**src/rtl/dma3d_pkg.sv**
```systemverilog
`timescale 1ns/1ps
package dma3d_pkg;
  localparam int ADDR_W_DEF = 32;
  localparam int CNT_W_DEF  = 16;
  localparam int IDX_W_DEF  = 16;

  typedef enum logic {
    SQ_IDLE  = 1'b0,
    SQ_ISSUE = 1'b1
  } seq_state_t;
endpackage

```
**src/rtl/dma3d_ctx.sv**
```systemverilog
`timescale 1ns/1ps
module dma3d_ctx #(
  parameter int AW = dma3d_pkg::ADDR_W_DEF,
  parameter int CW = dma3d_pkg::CNT_W_DEF,
  parameter int IW = dma3d_pkg::IDX_W_DEF
) (
  input  logic          clk,
  input  logic          rst,
  input  logic          load,
  input  logic          cfg_ab_mode,
  input  logic [AW-1:0] cfg_src,
  input  logic [AW-1:0] cfg_dst,
  input  logic [CW-1:0] cfg_acnt,
  input  logic [CW-1:0] cfg_bcnt,
  input  logic [CW-1:0] cfg_bcnt_rld,
  input  logic [CW-1:0] cfg_ccnt,
  input  logic [IW-1:0] cfg_src_bidx,
  input  logic [IW-1:0] cfg_dst_bidx,
  input  logic [IW-1:0] cfg_src_cidx,
  input  logic [IW-1:0] cfg_dst_cidx,
  input  logic          step,
  output logic [AW-1:0] cur_src,
  output logic [AW-1:0] cur_dst,
  output logic [CW-1:0] acnt,
  output logic [CW-1:0] bcnt,
  output logic [CW-1:0] ccnt,
  output logic [IW-1:0] src_bidx,
  output logic [IW-1:0] dst_bidx,
  output logic          ab_mode,
  output logic          any_zero,
  output logic          is_last
);
  localparam int EXT = AW - IW;
  localparam logic [CW-1:0] ONE  = CW'(1);
  localparam logic [CW-1:0] ZERO = '0;

  logic [AW-1:0] src_q, dst_q;
  logic [CW-1:0] a_q, b_q, rld_q, c_q;
  logic [IW-1:0] sb_q, db_q, sc_q, dc_q;
  logic          ab_q;

  logic [AW-1:0] sb_ext, db_ext, sc_ext, dc_ext;
  logic          frame_end;

  assign sb_ext = {{EXT{sb_q[IW-1]}}, sb_q};
  assign db_ext = {{EXT{db_q[IW-1]}}, db_q};
  assign sc_ext = {{EXT{sc_q[IW-1]}}, sc_q};
  assign dc_ext = {{EXT{dc_q[IW-1]}}, dc_q};

  // a frame closes on every step in frame mode, on the last array otherwise
  assign frame_end = ab_q || (b_q == ONE);

  always_ff @(posedge clk) begin
    if (rst) begin
      src_q <= '0; dst_q <= '0;
      a_q <= '0; b_q <= '0; rld_q <= '0; c_q <= '0;
      sb_q <= '0; db_q <= '0; sc_q <= '0; dc_q <= '0;
      ab_q <= 1'b0;
    end else if (load) begin
      src_q <= cfg_src;       dst_q <= cfg_dst;
      a_q   <= cfg_acnt;      b_q   <= cfg_bcnt;
      rld_q <= cfg_bcnt_rld;  c_q   <= cfg_ccnt;
      sb_q  <= cfg_src_bidx;  db_q  <= cfg_dst_bidx;
      sc_q  <= cfg_src_cidx;  dc_q  <= cfg_dst_cidx;
      ab_q  <= cfg_ab_mode;
    end else if (step) begin
      if (!frame_end) begin
        src_q <= src_q + sb_ext;
        dst_q <= dst_q + db_ext;
        b_q   <= b_q - ONE;
      end else begin
        // base is the last array (array mode) or the frame start (frame mode),
        // both of which are src_q/dst_q at this point
        src_q <= src_q + sc_ext;
        dst_q <= dst_q + dc_ext;
        if (c_q == ONE) begin
          b_q <= ZERO;
          c_q <= ZERO;
        end else begin
          c_q <= c_q - ONE;
          if (!ab_q) b_q <= rld_q;
        end
      end
    end
  end

  assign cur_src  = src_q;
  assign cur_dst  = dst_q;
  assign acnt     = a_q;
  assign bcnt     = b_q;
  assign ccnt     = c_q;
  assign src_bidx = sb_q;
  assign dst_bidx = db_q;
  assign ab_mode  = ab_q;
  assign any_zero = (a_q == ZERO) || (b_q == ZERO) || (c_q == ZERO);
  assign is_last  = frame_end && (c_q == ONE);

  AST_CCNT_NO_RISE: assert property (@(posedge clk) disable iff (rst)
    !$past(load) |-> (c_q <= $past(c_q)));

  AST_STEP_NONZERO: assert property (@(posedge clk) disable iff (rst)
    step |-> !any_zero);
endmodule

```
**src/rtl/dma3d_seq.sv**
```systemverilog
`timescale 1ns/1ps
module dma3d_seq
  import dma3d_pkg::*;
#(
  parameter int AW = dma3d_pkg::ADDR_W_DEF,
  parameter int CW = dma3d_pkg::CNT_W_DEF,
  parameter int IW = dma3d_pkg::IDX_W_DEF
) (
  input  logic          clk,
  input  logic          rst,
  input  logic          trig,
  input  logic          ab_mode,
  input  logic          any_zero,
  input  logic          is_last,
  input  logic [CW-1:0] bcnt,
  input  logic [AW-1:0] base_src,
  input  logic [AW-1:0] base_dst,
  input  logic [IW-1:0] src_bidx,
  input  logic [IW-1:0] dst_bidx,
  input  logic          req_ready,
  output logic          req_valid,
  output logic [AW-1:0] req_src,
  output logic [AW-1:0] req_dst,
  output logic          step,
  output logic          busy,
  output logic          done_mid,
  output logic          done_final,
  output logic          err
);
  localparam int EXT = AW - IW;
  localparam logic [CW-1:0] ONE = CW'(1);

  seq_state_t    st_q;
  logic [AW-1:0] src_q, dst_q;
  logic [CW-1:0] left_q;
  logic          vld_q, mid_q, fin_q, err_q;
  logic          hs;

  assign hs   = vld_q && req_ready;
  assign step = hs && (left_q == ONE);

  always_ff @(posedge clk) begin
    if (rst) begin
      st_q   <= SQ_IDLE;
      src_q  <= '0;
      dst_q  <= '0;
      left_q <= '0;
      vld_q  <= 1'b0;
      mid_q  <= 1'b0;
      fin_q  <= 1'b0;
      err_q  <= 1'b0;
    end else begin
      mid_q <= 1'b0;
      fin_q <= 1'b0;
      err_q <= 1'b0;
      case (st_q)
        SQ_IDLE: begin
          if (trig) begin
            if (any_zero) begin
              err_q <= 1'b1;
            end else begin
              st_q   <= SQ_ISSUE;
              vld_q  <= 1'b1;
              src_q  <= base_src;
              dst_q  <= base_dst;
              left_q <= ab_mode ? bcnt : ONE;
            end
          end
        end
        SQ_ISSUE: begin
          if (hs) begin
            if (left_q == ONE) begin
              st_q  <= SQ_IDLE;
              vld_q <= 1'b0;
              fin_q <= is_last;
              mid_q <= !is_last;
            end else begin
              left_q <= left_q - ONE;
              src_q  <= src_q + {{EXT{src_bidx[IW-1]}}, src_bidx};
              dst_q  <= dst_q + {{EXT{dst_bidx[IW-1]}}, dst_bidx};
            end
          end
        end
        default: st_q <= SQ_IDLE;
      endcase
    end
  end

  assign req_valid  = vld_q;
  assign req_src    = src_q;
  assign req_dst    = dst_q;
  assign busy       = (st_q == SQ_ISSUE);
  assign done_mid   = mid_q;
  assign done_final = fin_q;
  assign err        = err_q;

  AST_REQ_HOLD: assert property (@(posedge clk) disable iff (rst)
    (req_valid && !req_ready) |=> (req_valid && $stable(req_src) && $stable(req_dst)));

  AST_PULSE_EXCL: assert property (@(posedge clk) disable iff (rst)
    $onehot0({done_mid, done_final, err}));

  AST_ERR_NO_REQ: assert property (@(posedge clk) disable iff (rst)
    err |-> !req_valid);
endmodule

```
**src/rtl/dma3d_addr_gen.sv**
```systemverilog
`timescale 1ns/1ps
module dma3d_addr_gen #(
  parameter int AW = dma3d_pkg::ADDR_W_DEF,
  parameter int CW = dma3d_pkg::CNT_W_DEF,
  parameter int IW = dma3d_pkg::IDX_W_DEF
) (
  input  logic          clk,
  input  logic          rst,
  input  logic          cfg_load,
  input  logic          cfg_ab_mode,
  input  logic [AW-1:0] cfg_src,
  input  logic [AW-1:0] cfg_dst,
  input  logic [CW-1:0] cfg_acnt,
  input  logic [CW-1:0] cfg_bcnt,
  input  logic [CW-1:0] cfg_bcnt_rld,
  input  logic [CW-1:0] cfg_ccnt,
  input  logic [IW-1:0] cfg_src_bidx,
  input  logic [IW-1:0] cfg_dst_bidx,
  input  logic [IW-1:0] cfg_src_cidx,
  input  logic [IW-1:0] cfg_dst_cidx,
  input  logic          trig,
  output logic          req_valid,
  input  logic          req_ready,
  output logic [AW-1:0] req_src,
  output logic [AW-1:0] req_dst,
  output logic [CW-1:0] req_bytes,
  output logic          busy,
  output logic          done_mid,
  output logic          done_final,
  output logic          err,
  output logic [AW-1:0] wb_src,
  output logic [AW-1:0] wb_dst,
  output logic [CW-1:0] wb_bcnt,
  output logic [CW-1:0] wb_ccnt
);
  logic          load_ok, step, busy_w;
  logic [AW-1:0] cur_src, cur_dst;
  logic [CW-1:0] acnt, bcnt, ccnt;
  logic [IW-1:0] src_bidx, dst_bidx;
  logic          ab_mode, any_zero, is_last;

  assign load_ok = cfg_load && !busy_w;

  dma3d_ctx #(.AW(AW), .CW(CW), .IW(IW)) u_ctx (
    .clk(clk), .rst(rst), .load(load_ok),
    .cfg_ab_mode(cfg_ab_mode), .cfg_src(cfg_src), .cfg_dst(cfg_dst),
    .cfg_acnt(cfg_acnt), .cfg_bcnt(cfg_bcnt), .cfg_bcnt_rld(cfg_bcnt_rld),
    .cfg_ccnt(cfg_ccnt), .cfg_src_bidx(cfg_src_bidx), .cfg_dst_bidx(cfg_dst_bidx),
    .cfg_src_cidx(cfg_src_cidx), .cfg_dst_cidx(cfg_dst_cidx),
    .step(step),
    .cur_src(cur_src), .cur_dst(cur_dst), .acnt(acnt), .bcnt(bcnt), .ccnt(ccnt),
    .src_bidx(src_bidx), .dst_bidx(dst_bidx), .ab_mode(ab_mode),
    .any_zero(any_zero), .is_last(is_last)
  );

  dma3d_seq #(.AW(AW), .CW(CW), .IW(IW)) u_seq (
    .clk(clk), .rst(rst), .trig(trig), .ab_mode(ab_mode),
    .any_zero(any_zero), .is_last(is_last), .bcnt(bcnt),
    .base_src(cur_src), .base_dst(cur_dst),
    .src_bidx(src_bidx), .dst_bidx(dst_bidx),
    .req_ready(req_ready), .req_valid(req_valid),
    .req_src(req_src), .req_dst(req_dst), .step(step), .busy(busy_w),
    .done_mid(done_mid), .done_final(done_final), .err(err)
  );

  assign busy      = busy_w;
  assign req_bytes = acnt;
  assign wb_src    = cur_src;
  assign wb_dst    = cur_dst;
  assign wb_bcnt   = bcnt;
  assign wb_ccnt   = ccnt;

  AST_FINAL_ZERO: assert property (@(posedge clk) disable iff (rst)
    done_final |-> (wb_bcnt == '0 && wb_ccnt == '0));

  AST_IDLE_NO_REQ: assert property (@(posedge clk) disable iff (rst)
    !busy |-> !req_valid);
endmodule

```
**config.mk**
```make
export PLATFORM = sky130hd
export DESIGN_NAME = dma3d_addr_gen
export DESIGN_NICKNAME = d
export VERILOG_FILES = /design/src/rtl/dma3d_pkg.sv /design/src/rtl/dma3d_ctx.sv /design/src/rtl/dma3d_seq.sv /design/src/rtl/dma3d_addr_gen.sv
export SDC_FILE = /design/constraint.sdc
export NUM_CORES = 1
export LEC_CHECK = 0
export CAP_MARGIN = 20
export CORE_MARGIN = 5
export CORE_UTILIZATION = 35
export DETAILED_ROUTE_END_ITERATION = 6
export PLACE_DENSITY_LB_ADDON = 0.05
export SLEW_MARGIN = 20
export SYNTH_ARGS = -nofsm -noshare
export SYNTH_HDL_FRONTEND = slang
export SYNTH_HIERARCHICAL = 1
export SYNTH_SLANG_ARGS = --single-unit
```
**constraint.sdc**
```tcl
create_clock -name clk -period 4.7 [get_ports clk]
set_input_delay 0.705 -clock clk [delete_from_list [all_inputs] [get_ports clk]]
set_output_delay 0.705 -clock clk [all_outputs]
set_load 0.02 [all_outputs]
```
==> impl_metrics.py, run 1 <==
metrics = {
    "place": {
        "port_buffers": 378,
        "place_ws_ns": 0.2507,
        "dp_hpwl_mm": 56.50,
        "gp_congestion": 0.9068,
    },
    "cts": {
        "insertion_delay_ns": 0.56,
        "cts-hold-fix-buffers": 0,
        "cts-resized-gates": 0,
        "h-tree-depth": 2,
        "clk_pin_slew_ns": 0.06,
        "cts_tree": "done",
        "postCtsSetupRepairBufs": 0,
        "cts_inserted_buffers": 38,
        "clock_sinks": 278,
        "clockRootBuffer": "clkbuf_16",
        "clock_path_buffers": 3,
    },
    "cells_and_area": {
        "multiInputGateArea_mm2": 0.01320,
        "regArea_mm2": 0.005569,
        "area_growth_pct": 28.26,
        "drive_above_1_share": 0.05226,
        "nFillCells": 5761,
        "num-nets-final": 3177,
        "final_util": 0.4512,
    },
    "synth": {
        "yosysTopAreaCell": "dfxtp_1",
        "synth_edf_count": 0,
        "synthCells": 2553,
        "synthArstFlopShare": 0,
        "synth_seq_cells": 278,
        "synth_warnings": 6,
        "syn_area_per_cell_um2": 7.725,
        "syn-num-nets": 2886,
        "synth.top_cell.area_share": 0.2822,
        "syn_area_mm2": 0.01972,
        "ys_types": 102,
        "ys_top_cells_by_area": "dfxtp_1, ha_1, mux2i_1",
        "ys_seq_area_frac": 0.2822,
        "synth_ff_type": "dfxtp_1",
    },
    "power_and_ir_drop": {
        "p_per_area_mw_per_mm2": 378.4,
        "p_int_mw": 5.915,
        "p_sw_mw": 3.656,
        "clock_power_share": 0.305,
        "p_comb_frac": 0.381,
        "power_mw": 9.571,
        "switching_share": 0.3820,
        "seqPwrFrac": 0.314,
        "p_leak_nw": 10.32,
        "ir_drop_uv": 216.4,
    },
    "die": {
        "die_area_mm2": 0.06120,
        "core_area_mm2": 0.05606,
        "start_util": 0.3518,
        "ioPinCount": 379,
        "die_w_um": 247.4,
        "row_count": 87,
        "die_h_um": 247.4,
    },
    "hold_path": {
        "min_to": "u_seq/left_q[7]$_SDFFE_PP0P_",
        "hold_start": "u_seq/left_q[7]$_SDFFE_PP0P_",
        "min_path_cells": 1,
        "hold_path_class": "reg2reg",
    },
    "sta": {
        "slew_viol_final": 0,
        "finalHoldViolations": 0,
        "max_freq_ghz": 0.2252,
        "fin_crit_sh": 0.9449,
        "whs_ns": 0.4889,
        "fin_ws_ns": 0.2588,
        "finClkSkew_ns": 0.01827,
        "slew_headroom": 0.3204,
        "rsz0062_at_grt": "false",
        "min_period_ns": 4.441,
        "setup_viol": 0,
        "tightestPinTransition_ns": 1.019,
        "timing.setup.tns_ns": 0,
    },
    "status": {
        "status": "complete, no violations",
    },
    "routing": {
        "detail-route-antenna-nets": 0,
        "first_pass_iters": 5,
        "drt-initial-drc-count": 1099,
        "routed_wl_mm": 76.23,
        "drc": 0,
        "wl_per_cell_um": 21.02,
        "vias_per_cell": 5.535,
        "vias": 20070,
    },
    "setup_path": {
        "crit_required_ns": 5.16,
        "worst-path-max-fanout": 8,
        "cp-end-kind": "flip-flop",
        "r2r-end": "u_ctx/cur_dst[22]$_SDFFE_PP0P_",
        "worst_setup_path_start_kind": "flip-flop",
        "r2r_cells": 16,
        "rr_startpoint": "u_ctx/bcnt[4]$_SDFFE_PP0P_",
        "crit_arrival_ns": 4.90,
        "r2r_slack_ns": 0.26,
        "worstSetupPathType": "reg2reg",
    },
    "global_routing": {
        "grt_max_degree": 169,
        "grt_pass1_vias": 19550,
        "grt_pass1_wl_mm": 115.2,
        "antenna_found_initial": 5,
        "gr-total-overflow": 0,
        "grtUsageTotal": 0.2359,
    },
    "flow_run": {
        "drv_cap": 0,
    },
}
## per-stage QoR
stage | cell area, um^2 | std cells
2_1_floorplan | 19720 | 2553
5_1_grt | 25290 | 3626
4_1_cts | 25270 | 3626
6_report | 25300 | 3627
3_3_place_gp | 24040 | 3560
3_5_place_dp | 24040 | 3560
## cell type report
class | count | area share
Antenna cell | 1 | 0.00009893
Timing Repair Buffer | 412 | 0.1623
Tap cell | 756 | 0.03739
Inverter | 63 | 0.009349
Multi-Input combinational cell | 2051 | 0.5219
Clock inverter | 9 | 0.004798
Clock buffer | 57 | 0.04402
Sequential cell | 278 | 0.2202
## registers in the layout, indices dropped and copies added, names as in the netlist
register,flops
u_seq/left_q,16
u_ctx/sc_q,16
u_ctx/dst_bidx,16
u_ctx/src_bidx,16
u_ctx/acnt,16
u_seq/done_mid,1
u_seq/busy,1
u_ctx/dc_q,16
u_seq/err,1
u_seq/req_dst,32
u_seq/done_final,1
u_ctx/ab_mode,1
u_ctx/ccnt,16
u_seq/req_src,32
u_ctx/rld_q,16
u_ctx/bcnt,16
u_seq/req_valid,1
u_ctx/cur_src,32
u_ctx/cur_dst,32
## synthesized netlist by cell type (14+ instances only)
| library cell | n |
|---|---|
| xnor2_1 | 56 |
| buf_1 | 21 |
| o211ai_1 | 20 |
| nor4_1 | 20 |
| dfxtp_1 | 278 |
| nor3_1 | 57 |
| inv_1 | 63 |
| nand2_1 | 288 |
| o221ai_1 | 14 |
| mux2i_1 | 144 |
| a211oi_1 | 63 |
| nand3_1 | 71 |
| o21ai_0 | 123 |
| xor2_1 | 36 |
| buf_2 | 14 |
| o21bai_1 | 15 |
| a31oi_1 | 31 |
| clkbuf_1 | 112 |
| ha_1 | 131 |
| nor2b_1 | 16 |
| nor2_1 | 326 |
| a221oi_1 | 22 |
| and3_1 | 31 |
| nand4_1 | 29 |
| a21oi_1 | 260 |
| or3_1 | 14 |
| o21a_1 | 17 |
| a21o_1 | 66 |
| o22ai_1 | 16 |
## metal layers
metal / vias up / GRT usage / share of wire
li1: 9886 / - / -
met1: 9509 / 0.3048 / 0.44
met3: 108 / 0.04641 / 0.059
met5: - / 0 / 0.00017
met2: 569 / 0.4008 / 0.47
met4: 2 / 0.06886 / 0.029
## worst max path at each step
stage | startpoint | to | slack (ns) | cells past startpoint
3_3_place_gp | u_ctx/bcnt[4]$_SDFFE_PP0P_ | u_ctx/cur_src[20]$_SDFFE_PP0P_ | 0.35 | 15
5_1_grt | u_ctx/bcnt[4]$_SDFFE_PP0P_ | u_ctx/cur_dst[22]$_SDFFE_PP0P_ | 0.02 | 16
4_1_cts | u_ctx/bcnt[4]$_SDFFE_PP0P_ | u_ctx/cur_src[20]$_SDFFE_PP0P_ | 0.19 | 15
3_5_place_dp | u_ctx/bcnt[4]$_SDFFE_PP0P_ | u_ctx/cur_src[20]$_SDFFE_PP0P_ | 0.25 | 15
2_1_floorplan | u_ctx/bcnt[4]$_SDFFE_PP0P_ | u_ctx/cur_dst[22]$_SDFFE_PP0P_ | 0.32 | 20
6_report | u_ctx/bcnt[4]$_SDFFE_PP0P_ | u_ctx/cur_dst[22]$_SDFFE_PP0P_ | 0.26 | 16
## kinds of logic (layout without fill, tap and decap cells)
kind of cell               count (synthesis)  after routing  share of synthesized area
AOI/OAI and AO/OA                        754            754                     0.2482
xor gates and xnor gates                  93             93                    0.04168
adders and majority gates                135            135                    0.08717
buffers and inverters                    224            541                    0.05158
DFF                                      278            278                     0.2822
muxes                                    152            152                    0.07784
other                                      0              1                          0
and+or+nand+nor                          917            917                     0.2114
## layout by cell type (no fill, tap or decap), types with 17 or more instances in the layout
cell type	netlist	layout
nor2_1	326	325
nor3_1	57	57
dfxtp_1	278	277
a31oi_1	31	31
nor4_1	20	20
and3_1	31	31
nand3_1	71	71
xnor2_1	56	56
a211oi_1	63	63
a221oi_1	22	22
xor2_1	36	36
ha_1	131	131
buf_4	3	29
o21ai_0	123	123
inv_1	63	60
nand2_1	288	288
clkbuf_16	1	39
a21o_1	66	66
mux2i_1	144	144
a21oi_1	260	260
o21a_1	17	17
clkdlybuf4s50_1	0	377
o211ai_1	20	20
nand4_1	29	29
## critical path: stages, from the launching register on
cell and delay (ns):
dfxtp_1 0.38, or3_1 0.52, nor3_4 0.29, a41o_4 0.36, nand2_1 0.07, nand2_1 0.08, ha_1 0.18, inv_1 0.06
fa_1 0.38, nor2b_1 0.25, o2111ai_1 0.18, a31o_2 0.29, a211o_1 0.35, a31oi_1 0.36, mux2i_1 0.22, o21ai_0 0.10
a221oi_1 0.26
## power groups by stage
stage | Clock, mW | Sequential [mW] | Combinational, mW
finish | 2.91 | 3.01 | 3.65
global route | 3.09 | 3.05 | 3.99
CTS | 3.01 | 3.01 | 3.64
detailed placement | 0 | 3.06 | 3.62
global placement | 0 | 3.06 | 3.61
floorplan | 0 | 3.17 | 2.20
Note: power is estimated with default switching activity, not from simulation.
==> run 2: changes to the inputs <==
==> constraint.sdc (replaced) <==
create_clock -name clk -period 4.7 [get_ports clk]
set_input_delay 1.41 -clock clk [delete_from_list [all_inputs] [get_ports clk]]
set_output_delay 1.41 -clock clk [all_outputs]
set_load 0.02 [all_outputs]
==> run 2 against run 1 <==
  * Global-route usage is 0.085 points lower
  * Register-to-register slack better by 0.06 ns
  * Sequential share of layout area hardly changed
  * Design area is 0.18% higher
  * Wire length hardly changed
  * Non-clock buffer count is 6 higher
  * First-iteration DRC count is 21% higher
==> impl_metrics.py, run 2 (synthesized netlist as in run 1, its figures left out) <==
metrics = {
    "routing": {
        "first_pass_iters": 5,
        "vias": 20260,
        "vias_per_cell": 5.576,
        "drt-initial-drc-count": 1326,
        "routed_wl_mm": 76.25,
        "drc": 0,
        "wl_per_cell_um": 20.98,
        "detail-route-antenna-nets": 0,
    },
    "cells_and_area": {
        "num-nets-final": 3184,
        "fin_cells": 3634,
        "mostFrequentLayoutCells": "clkdlybuf4s50_1, nor2_1, nand2_1",
        "layout_commonest_cell": "clkdlybuf4s50_1",
        "drive_above_1_share": 0.05529,
        "fin_area_mm2": 0.02534,
        "area_growth_pct": 28.48,
        "nFillCells": 5668,
        "regArea_mm2": 0.005569,
        "final_util": 0.4520,
        "multiInputGateArea_mm2": 0.01320,
    },
    "power_and_ir_drop": {
        "p_leak_nw": 10.36,
        "p_per_area_mw_per_mm2": 378.6,
        "ir_drop_uv": 227.1,
    },
    "setup_path": {
        "r2r_slack_ns": 0.31,
        "r2r_cells": 14,
        "cp-end-kind": "flip-flop",
        "worstSetupPathType": "reg2reg",
        "rr_startpoint": "u_ctx/bcnt[4]$_SDFFE_PP0P_",
        "worst-path-max-fanout": 17,
        "crit_arrival_ns": 4.87,
        "worst_setup_path_start_kind": "flip-flop",
        "crit_required_ns": 5.18,
        "r2r-end": "u_ctx/cur_src[31]$_SDFFE_PP0P_",
    },
    "place": {
        "dpl_cell_area_mm2": 0.02405,
        "dp_hpwl_mm": 56.04,
        "gp_congestion": 0.9030,
        "dp.cells": 3565,
        "port_buffers": 378,
    },
    "flow_run": {
        "drv_cap": 0,
    },
    "sta": {
        "setup_viol": 0,
        "timing.setup.tns_ns": 0,
        "max_freq_ghz": 0.2280,
        "min_period_ns": 4.386,
        "slew_viol_final": 0,
        "slew_headroom": 0.2932,
        "finClkSkew_ns": 0.01930,
        "whs_ns": 0.4913,
        "fin_crit_sh": 0.9332,
        "finalHoldViolations": 0,
        "tightestPinTransition_ns": 1.060,
    },
    "global_routing": {
        "grt_max_degree": 171,
        "grtUsageTotal": 0.2350,
        "grt_pass1_wl_mm": 115.0,
        "gr-total-overflow": 0,
        "grt_pass1_vias": 19640,
        "antenna_found_initial": 4,
    },
    "hold_path": {
        "hold_start": "u_seq/req_src[8]$_SDFFE_PP0P_",
        "hold_path_class": "reg2reg",
        "min_to": "u_seq/req_src[8]$_SDFFE_PP0P_",
        "min_path_cells": 2,
    },
    "die": {
        "start_util": 0.3518,
        "die_area_mm2": 0.06120,
        "die_w_um": 247.4,
        "die_h_um": 247.4,
        "ioPinCount": 379,
        "row_count": 87,
        "core_area_mm2": 0.05606,
    },
    "cts": {
        "cts-hold-fix-buffers": 0,
        "clockRootBuffer": "clkbuf_16",
        "cts_inserted_buffers": 39,
        "insertion_delay_ns": 0.55,
        "clock_path_buffers": 3,
        "h-tree-depth": 2,
        "clk_pin_slew_ns": 0.05,
        "cts_tree": "done",
        "clock_sinks": 278,
    },
    "status": {
        "status": "complete, no violations",
    },
}
==> run 2: cell count changes in the layout (fill, tap and decap cells not counted), moves of 2 or more <==
| cell | before | now |
|---|---|---|
| clkinv_2 | 4 | 8 |
| buf_4 | 29 | 37 |
| buf_12 | 5 | 3 |
| clkbuf_16 | 39 | 41 |
| clkbuf_1 | 11 | 8 |
| clkinv_8 | 2 | 0 |
==> run 2: how the worst max path moves through the flow <==
| stage | start | endpoint | slack [ns] | depth (start not counted) |
|---|---|---|---|---|
| after floorplan | u_ctx/bcnt[4]$_SDFFE_PP0P_ | u_ctx/cur_dst[22]$_SDFFE_PP0P_ | 0.32 | 20 |
| after global placement | u_ctx/bcnt[4]$_SDFFE_PP0P_ | u_ctx/cur_src[20]$_SDFFE_PP0P_ | 0.35 | 15 |
| after detailed placement | u_ctx/bcnt[4]$_SDFFE_PP0P_ | u_ctx/cur_src[20]$_SDFFE_PP0P_ | 0.24 | 15 |
| after CTS | u_ctx/bcnt[4]$_SDFFE_PP0P_ | u_ctx/cur_src[20]$_SDFFE_PP0P_ | 0.22 | 15 |
| after global routing | u_ctx/bcnt[4]$_SDFFE_PP0P_ | u_ctx/cur_src[20]$_SDFFE_PP0P_ | -0.009 | 16 |
| final | u_ctx/bcnt[4]$_SDFFE_PP0P_ | u_ctx/cur_src[31]$_SDFFE_PP0P_ | 0.31 | 14 |
==> run 2: repair_timing <==
item,in CTS,in global routing
setup endpoints to repair,0,5
buffers inserted,0,1
resized for setup,0,2
==> run 2: metrics by stage <==
step / power [mW] / setup slack, ns
2_1_floorplan: 5.368 / 0.3151
3_3_place_gp: 6.644 / 0.3511
3_5_place_dp: 6.668 / 0.2402
4_1_cts: 9.697 / 0.2192
5_1_grt: 10.16 / -0.009452
6_report: 9.594 / 0.3140
==> run 2: critical path, stage by stage (launching register included) <==
cell,delay [ns]
dfxtp_1,0.38
or3_1,0.52
nor3_4,0.26
a41oi_4,0.18
buf_4,0.23
mux2_4,0.43
ha_1,0.41
a21oi_1,0.27
o21ai_1,0.16
a211oi_1,0.24
o2111ai_1,0.23
a31oi_1,0.35
o21ai_0,0.14
or4_1,0.41
nand3_1,0.09
==> run 2: layout make-up <==
type,count,share of cell area
inverter,63,0.009332
timing repair buffer,418,0.1628
multi-input combinational,2051,0.5209
clock inverter,11,0.004740
sequential,278,0.2198
clock buffer,55,0.04493
antenna,2,0.0001975
tap,756,0.03733
==> run 2: routing by layer <==
layer  GRT usage  up-vias  wire, um
met5           0        -        25
met4     0.06087        4      1897
met3     0.04911      108      5063
met2      0.4057      605     36780
met1      0.2999     9651     32490
li1            -     9894         -
==> run 2: power by group <==
part / leakage (nW) / switching [mW] / internal [mW] / total [mW]
Sequential: 2.29 / 0.341 / 2.65 / 2.99
Clock: 0.627 / 1.16 / 1.79 / 2.95
Combinational: 7.45 / 2.14 / 1.51 / 3.65
Total: 10.4 / 3.64 / 5.95 / 9.59
